[src/rtl/fseqPkg.sv]
package fseqPkg;

  typedef enum logic [2:0] {
    ST_RUN    = 3'd0,
    ST_HIC_UP = 3'd1,
    ST_HIC_DN = 3'd2,
    ST_OV     = 3'd3,
    ST_DIS    = 3'd4
  } seqState_t;

  typedef enum logic [1:0] {
    PWM_NORMAL = 2'b00,
    PWM_LOW    = 2'b01,
    PWM_HIZ    = 2'b10
  } pwmMode_t;

  // control -> datapath strobes
  typedef struct packed {
    logic rampUp;
    logic rampDown;
    logic rampClr;
    logic pgEnable;
  } dpCtrl_t;

  // datapath -> control observations
  typedef struct packed {
    logic ovDet;
    logic ocDet;
    logic rampHigh;
    logic rampLow;
  } dpStat_t;

endpackage

[src/rtl/fseqDatapath.sv]
module fseqDatapath
  import fseqPkg::*;
#(
  parameter int CODE_W    = 10,
  parameter int NUM_CH    = 4,
  parameter int SS_W      = 10,
  parameter int SS_STEP   = 4,
  parameter int PRESC_DIV = 64,
  parameter int OV_PCT    = 140,
  parameter int PG_PCT    = 92
) (
  input  logic              clk,
  input  logic              porN,
  input  logic [CODE_W-1:0] vOutCode,
  input  logic [CODE_W-1:0] vRefCode,
  input  logic [NUM_CH-1:0] ocFlags,
  input  logic              refMoving,
  input  dpCtrl_t           ctrl,
  output dpStat_t           stat,
  output logic [SS_W-1:0]   ssClamp,
  output logic              pgoodOd
);

  localparam int FULL_SCALE = (1 << SS_W) - 1;
  localparam int HI_THR     = (FULL_SCALE * 9) / 10;
  localparam int LO_THR     = (FULL_SCALE * 2) / 50;
  localparam int PW         = (PRESC_DIV > 1) ? $clog2(PRESC_DIV) : 1;
  localparam int MW         = CODE_W + 8;

  logic tick;

  generate
    if (PRESC_DIV <= 1) begin : g_noDiv
      assign tick = 1'b1;
    end else begin : g_div
      logic [PW-1:0] prescCnt;
      always_ff @(posedge clk or negedge porN) begin
        if (!porN)      prescCnt <= '0;
        else if (tick)  prescCnt <= '0;
        else            prescCnt <= prescCnt + PW'(1);
      end
      assign tick = (prescCnt == PW'(PRESC_DIV - 1));
    end
  endgenerate

  // ramp arithmetic
  logic [SS_W:0]   upSum;
  logic [SS_W-1:0] rampUpV, rampDnV, ramp;

  always_comb begin
    upSum   = {1'b0, ramp} + (SS_W+1)'(SS_STEP);
    rampUpV = (upSum > (SS_W+1)'(FULL_SCALE)) ? SS_W'(FULL_SCALE) : upSum[SS_W-1:0];
    rampDnV = (ramp > SS_W'(SS_STEP)) ? (ramp - SS_W'(SS_STEP)) : '0;
  end

  always_ff @(posedge clk or negedge porN) begin
    if (!porN)                        ramp <= '0;
    else if (ctrl.rampClr)            ramp <= '0;
    else if (tick && ctrl.rampUp)     ramp <= rampUpV;
    else if (tick && ctrl.rampDown)   ramp <= rampDnV;
  end

  // percentage compares on codes
  logic [MW-1:0] outScaled, ovLimit, pgLimit;
  logic          pgCmp;

  always_comb begin
    outScaled = MW'(vOutCode) * MW'(100);
    ovLimit   = MW'(vRefCode) * MW'(OV_PCT);
    pgLimit   = MW'(vRefCode) * MW'(PG_PCT);
    pgCmp     = (outScaled >= pgLimit);
  end

  always_ff @(posedge clk or negedge porN) begin
    if (!porN)              pgoodOd <= 1'b0;
    else if (!ctrl.pgEnable) pgoodOd <= 1'b0;
    else if (!refMoving)    pgoodOd <= pgCmp;
  end

  assign stat.ovDet    = (vRefCode != '0) && (outScaled >= ovLimit);
  assign stat.ocDet    = |ocFlags;
  assign stat.rampHigh = (ramp >= SS_W'(HI_THR));
  assign stat.rampLow  = (ramp <  SS_W'(LO_THR));
  assign ssClamp       = ramp;

endmodule

[src/rtl/fseqControl.sv]
module fseqControl
  import fseqPkg::*;
#(
  parameter int MAX_STRIKES = 3
) (
  input  logic     clk,
  input  logic     porN,
  input  dpStat_t  stat,
  output dpCtrl_t  ctrl,
  output pwmMode_t modeSel,
  output logic     ovLatched,
  output logic     disLatched
);

  localparam int SK_W = $clog2(MAX_STRIKES + 1);

  seqState_t       state, nxtState;
  logic [SK_W-1:0] strikes, nxtStrikes;

  always_comb begin
    nxtState   = state;
    nxtStrikes = strikes;
    case (state)
      ST_RUN: begin
        if (stat.ovDet) nxtState = ST_OV;
        else if (stat.ocDet) begin
          nxtStrikes = strikes + SK_W'(1);
          nxtState   = (nxtStrikes == SK_W'(MAX_STRIKES)) ? ST_DIS : ST_HIC_UP;
        end
      end
      ST_HIC_UP: begin
        if (stat.ovDet)         nxtState = ST_OV;
        else if (stat.rampHigh) nxtState = ST_HIC_DN;
      end
      ST_HIC_DN: begin
        if (stat.ovDet)        nxtState = ST_OV;
        else if (stat.rampLow) nxtState = ST_RUN;
      end
      default: nxtState = state;
    endcase
  end

  always_ff @(posedge clk or negedge porN) begin
    if (!porN) begin
      state   <= ST_RUN;
      strikes <= '0;
    end else begin
      state   <= nxtState;
      strikes <= nxtStrikes;
    end
  end

  always_comb begin
    ctrl.rampUp   = (state == ST_RUN) || (state == ST_HIC_UP);
    ctrl.rampDown = (state == ST_HIC_DN);
    ctrl.rampClr  = (state == ST_OV) || (state == ST_DIS);
    ctrl.pgEnable = (state == ST_RUN);
    case (state)
      ST_RUN:  modeSel = PWM_NORMAL;
      ST_OV:   modeSel = PWM_LOW;
      default: modeSel = PWM_HIZ;
    endcase
    ovLatched  = (state == ST_OV);
    disLatched = (state == ST_DIS);
  end

endmodule

[src/rtl/faultSequencer.sv]
module faultSequencer
  import fseqPkg::*;
#(
  parameter int CODE_W      = 10,
  parameter int NUM_CH      = 4,
  parameter int SS_W        = 10,
  parameter int SS_STEP     = 4,
  parameter int PRESC_DIV   = 64,
  parameter int MAX_STRIKES = 3,
  parameter int OV_PCT      = 140,
  parameter int PG_PCT      = 92
) (
  input  logic              clk,
  input  logic              porN,
  input  logic [CODE_W-1:0] vOutCode,
  input  logic [CODE_W-1:0] vRefCode,
  input  logic [NUM_CH-1:0] ocFlags,
  input  logic              refMoving,
  output logic [SS_W-1:0]   ssClamp,
  output logic [1:0]        pwmMode,
  output logic              pgoodOd,
  output logic              ovFlag,
  output logic              disabled
);

  dpCtrl_t  ctrl;
  dpStat_t  stat;
  pwmMode_t modeSel;

  fseqDatapath #(
    .CODE_W(CODE_W), .NUM_CH(NUM_CH), .SS_W(SS_W), .SS_STEP(SS_STEP),
    .PRESC_DIV(PRESC_DIV), .OV_PCT(OV_PCT), .PG_PCT(PG_PCT)
  ) u_dp (
    .clk(clk), .porN(porN), .vOutCode(vOutCode), .vRefCode(vRefCode),
    .ocFlags(ocFlags), .refMoving(refMoving), .ctrl(ctrl), .stat(stat),
    .ssClamp(ssClamp), .pgoodOd(pgoodOd)
  );

  fseqControl #(.MAX_STRIKES(MAX_STRIKES)) u_ctl (
    .clk(clk), .porN(porN), .stat(stat), .ctrl(ctrl), .modeSel(modeSel),
    .ovLatched(ovFlag), .disLatched(disabled)
  );

  assign pwmMode = modeSel;

endmodule

[config.mk]
export PLATFORM = sky130hd
export DESIGN_NAME = faultSequencer
export DESIGN_NICKNAME = d
export VERILOG_FILES = /design/src/rtl/fseqPkg.sv /design/src/rtl/fseqDatapath.sv /design/src/rtl/fseqControl.sv /design/src/rtl/faultSequencer.sv
export SDC_FILE = /design/constraint.sdc
export NUM_CORES = 1
export LEC_CHECK = 0
export ABC_AREA = 0
export BUFFER_PORTS_ARGS = -buffer_cell sky130_fd_sc_hd__buf_2
export CAP_MARGIN = 20
export CORE_MARGIN = 2
export CORE_UTILIZATION = 50
export CTS_CLUSTER_SIZE = 40
export DETAILED_ROUTE_END_ITERATION = 8
export PLACE_DENSITY_LB_ADDON = 0.1
export REMOVE_ABC_BUFFERS = 1
export SLEW_MARGIN = 5
export SYNTH_ARGS = -nofsm -noshare
export SYNTH_HDL_FRONTEND = slang
export SYNTH_HIERARCHICAL = 1
export SYNTH_SLANG_ARGS = --single-unit
export TNS_END_PERCENT = 20
[constraint.sdc]
create_clock -name clk -period 2.85 [get_ports clk]
set_input_delay 0.1425 -clock clk [delete_from_list [all_inputs] [get_ports clk]]
set_output_delay 0.1425 -clock clk [all_outputs]
set_load 0.1 [all_outputs]
==> results.json <==
{
  "outcome": "finished with violations",
  "failing_checks": "setup timing",
  "globalRouteOverflowTotal": 0,
  "worst_r2r_startpoint": "u_ctl/state[1]$_DFFE_PN0P_",
  "post_route_skew_ps": 3.62,
  "final-seq-area_um2": 526,
  "maxClockFrequency_mhz": 276,
  "post_drt_wl_per_cell_um": 14.9,
  "via_count": 4646,
  "fillers": 752,
  "yosys_warnings": 6,
  "drt-initial-drc-count": 102,
  "grt_antenna_before_repair": 0,
  "ys_seq_area_share_pct": 10.4,
  "worst_pin_slew_ps": 693,
  "fin_nets": 921,
  "cp_cell_sequence": "buf_4 > ha_4 > ha_4 > inv_1 > fa_1 > inv_2 > ha_4 > inv_1 > o21ai_2 > a21oi_2 > o21bai_1 > a21oi_2 > xnor2_2 > ha_1 > nand4_1 > a21oi_1 > nand4_1 > o21ai_2 > o211a_4 > nor2_4 > nand3_4 > mux2i_1",
  "worstSetupStartpointType": "input port",
  "clock_tree.root_cell": "sky130_fd_sc_hd__clkbuf_8",
  "layout-drive-gt1-share_pct": 38.6,
  "drt-pass1-iter-count": 4,
  "post-synth-top-area-fraction_pct": 32.6,
  "ir_worst_vdd_uv": 409,
  "setup_tns_ps": -4230,
  "first_pass_grt_wire_length_um": 21700,
  "timing.final.crit_period_ps": 3620,
  "critical-path-max-stage-delay_ps": 500,
  "netlist_top_cells_area": "sky130_fd_sc_hd__ha_1, sky130_fd_sc_hd__dfrtp_1, sky130_fd_sc_hd__fa_1",
  "cts_max_path_buffers": 2,
  "vias_per_cell": 5.35,
  "relSlewSlack_pct": 53.8,
  "finalNonFillerCells": 869,
  "syn-mean-instance-area_um2": 8.71,
  "cp_slowest_cell": "sky130_fd_sc_hd__fa_1",
  "cp.buffers_inverters": 4,
  "power_leakage_nw": 3.53,
  "grt_pass1_vias": 4839,
  "timing.critical_path.from": "vOutCode[3]",
  "start_util_pct": 51.5,
  "maximum_level_of_the_cts_h_tree": 1,
  "rsz0062_at_grt": "yes",
  "die_height_um": 105,
  "fp.dieArea_um2": 10900,
  "report.final.slew_viol_count": 0,
  "gp_congestion": 0.862,
  "critical_path_peak_fanout": 4,
  "row_count": 36,
  "timing_worst_setup_path_type": "in2reg",
  "synth-edff-count": 0,
  "hold_startpoint": "refMoving",
  "cp_common_cell": "sky130_fd_sc_hd__ha_4",
  "cts_made_buffers": 3,
  "multiInputGateArea_um2": 4800,
  "cts_tree": "done",
  "endpoint_kind": "flop",
  "netlist_instances": 581,
  "timing.critical_path.required_ps": 3050,
  "detail_route.drc_violations": 0,
  "dominantRegCellSynth": "sky130_fd_sc_hd__dfrtp_1",
  "finalHoldViolations": 0,
  "pin_count": 42,
  "timing.critical_path.max_delay_family": "adder cells",
  "area_delta_synth_final_pct": 40.2,
  "post-synth-top-area-cell": "sky130_fd_sc_hd__ha_1",
  "detail-route-antenna-nets": 0,
  "worst_slack_setup_final_ps": -767,
  "sink_count": 21,
  "cap_violations": 0,
  "io_buffers": 41,
  "cts.clk_slew.worst_paths_ps": 90,
  "drt-total-wl_um": 13000,
  "power_density_nw_per_um2": 557,
  "finalSetupViolations": 6,
  "final_min_period_over_clock_period_pct": 127,
  "grtUsageTotal_pct": 23.7,
  "insertedDiodeCount": 0,
  "synthDistinctLibCells": 66,
  "die-width_um": 105,
  "dp_cells": 857,
  "hpwl_um": 10200,
  "min-delay-path-class": "in2reg",
  "ys_seq_elements": 21,
  "summed_instance_area_of_the_synthesized_netlist_um2": 5060,
  "pin_count_of_the_biggest_net_entering_global_routing": 22,
  "timing.critical_path.arrival_ps": 3810,
  "clk-insertion-delay-late_ps": 260,
  "async_reset_ff_share_pct": 100,
  "core_region_um2": 9820
}
-- Yosys cell counts, types with 4 or more instances --
library cell               number
sky130_fd_sc_hd__a31oi_1        4
sky130_fd_sc_hd__o21a_1         6
sky130_fd_sc_hd__xor2_1        22
sky130_fd_sc_hd__inv_1         92
sky130_fd_sc_hd__buf_6          6
sky130_fd_sc_hd__nor3_1         9
sky130_fd_sc_hd__nor2_1        24
sky130_fd_sc_hd__dfrtp_1       21
sky130_fd_sc_hd__ha_1         132
sky130_fd_sc_hd__o211ai_1       4
sky130_fd_sc_hd__o21ai_0       30
sky130_fd_sc_hd__o21bai_1       6
sky130_fd_sc_hd__a21oi_1       36
sky130_fd_sc_hd__nand2_1       29
sky130_fd_sc_hd__or3_1          5
sky130_fd_sc_hd__a21o_1        14
sky130_fd_sc_hd__buf_4          4
sky130_fd_sc_hd__and2_1         4
sky130_fd_sc_hd__fa_1          25
sky130_fd_sc_hd__nand3_1       13
sky130_fd_sc_hd__nand2b_1       7
sky130_fd_sc_hd__xnor2_1       17
-- state kept, by name, summed over array words and instances (netlist names) --
register             count
u_dp/pgoodOd             1
u_ctl/strikes            2
u_dp/g_div.prescCnt      6
u_ctl/state              3
u_dp/ssClamp             9
-- cell usage in the layout, fill, tap and decap left out, types with 7 or more instances in the layout --
master	count
sky130_fd_sc_hd__xnor2_1	14
sky130_fd_sc_hd__buf_6	7
sky130_fd_sc_hd__ha_1	87
sky130_fd_sc_hd__ha_4	38
sky130_fd_sc_hd__a21o_1	14
sky130_fd_sc_hd__nand3_1	12
sky130_fd_sc_hd__nand2_1	29
sky130_fd_sc_hd__o21ai_2	7
sky130_fd_sc_hd__dfrtp_1	21
sky130_fd_sc_hd__inv_1	80
sky130_fd_sc_hd__nor2_1	22
sky130_fd_sc_hd__nand2b_1	7
sky130_fd_sc_hd__buf_4	121
sky130_fd_sc_hd__o21ai_0	19
sky130_fd_sc_hd__nor3_1	8
sky130_fd_sc_hd__a21oi_2	13
sky130_fd_sc_hd__inv_2	9
sky130_fd_sc_hd__ha_2	7
sky130_fd_sc_hd__buf_2	31
sky130_fd_sc_hd__a21oi_1	23
sky130_fd_sc_hd__fa_1	21
sky130_fd_sc_hd__xor2_1	21
-- worst paths after layout --
path	to	slack (ps)	cells after the start
min reg2reg	u_ctl/strikes[0]$_DFFE_PN0P_	490	1
max reg2reg	u_dp/ssClamp[6]$_DFFE_PN0P_	550	6
max in group asynchronous	u_dp/ssClamp[2]$_DFFE_PN0P_	2130	2
min in group asynchronous	u_dp/g_div.prescCnt[5]$_DFF_PN0_	380	2
min	u_dp/pgoodOd$_DFFE_PN0P_	170	3
max	u_ctl/strikes[1]$_DFFE_PN0P_	-770	22
-- cell families after synthesis --
logic type,synth area share (%)
AND/OR/NAND/NOR,12.4
buffers and inverters,8.95
AO/OA/AOI/OAI,18.6
adder cells (fa/ha/maj),42.7
multiplexers,0.198
flip-flops,10.4
XOR/XNOR,6.75
-- where the power goes --
group | total [mW] | internal, mW | leakage, nW | switching (mW)
combinational | 3.36 | 1.73 | 3.24 | 1.63
clock | 0.210 | 0.0989 | 0.0217 | 0.111
sequential | 0.380 | 0.326 | 0.265 | 0.0538
total | 3.95 | 2.15 | 3.53 | 1.80
-- worst reg2reg max path, delay by kind of cell (launching register included) --
kind,cells,cell delay [ps]
compound gates,3,870
flops,1,520
simple gates,3,800
-- repair_timing --
action	CTS	global route
pin swaps	68	41
hold buffers	1	0
resized for setup	100	42
cloned	0	0
hold endpoints to repair	21	0
buffers inserted	2	5
setup endpoints to repair	6	6
-- stage by stage --
stage | util, % | setup WS (ps) | hold WS [ps] | instance area, um^2 | total power, mW
floorplan | - | -972 | -153 | 4950 | 2.05
global placement | 63.1 | -1280 | 145 | 6190 | 3.08
detailed placement | 63.1 | -1410 | 145 | 6190 | 3.14
CTS | 69.1 | -748 | 165 | 6790 | 3.69
global route | 72.2 | -868 | 186 | 7090 | 4.34
finish | 72.2 | -767 | 170 | 7090 | 3.95
-- layer usage --
layer / GRT usage, % / part of all wire (%) / vias to the layer above
met2: 47.4 / 55 / 68
met3: 1.62 / 1.6 / 28
met4: 7.43 / 2.7 / 0
li1: - / - / 2346
met1: 26.2 / 40 / 2204
met5: 0 / 0 / -
-- cell type report --
type / count / area share (%)
Sequential cell: 21 / 7.41
Timing Repair Buffer: 163 / 16.9
Multi-Input combinational cell: 456 / 67.6
Tap cell: 133 / 2.35
Inverter: 92 / 5.01
Clock buffer: 3 / 0.582
Clock inverter: 1 / 0.106
(Power assumes the default switching activity.)
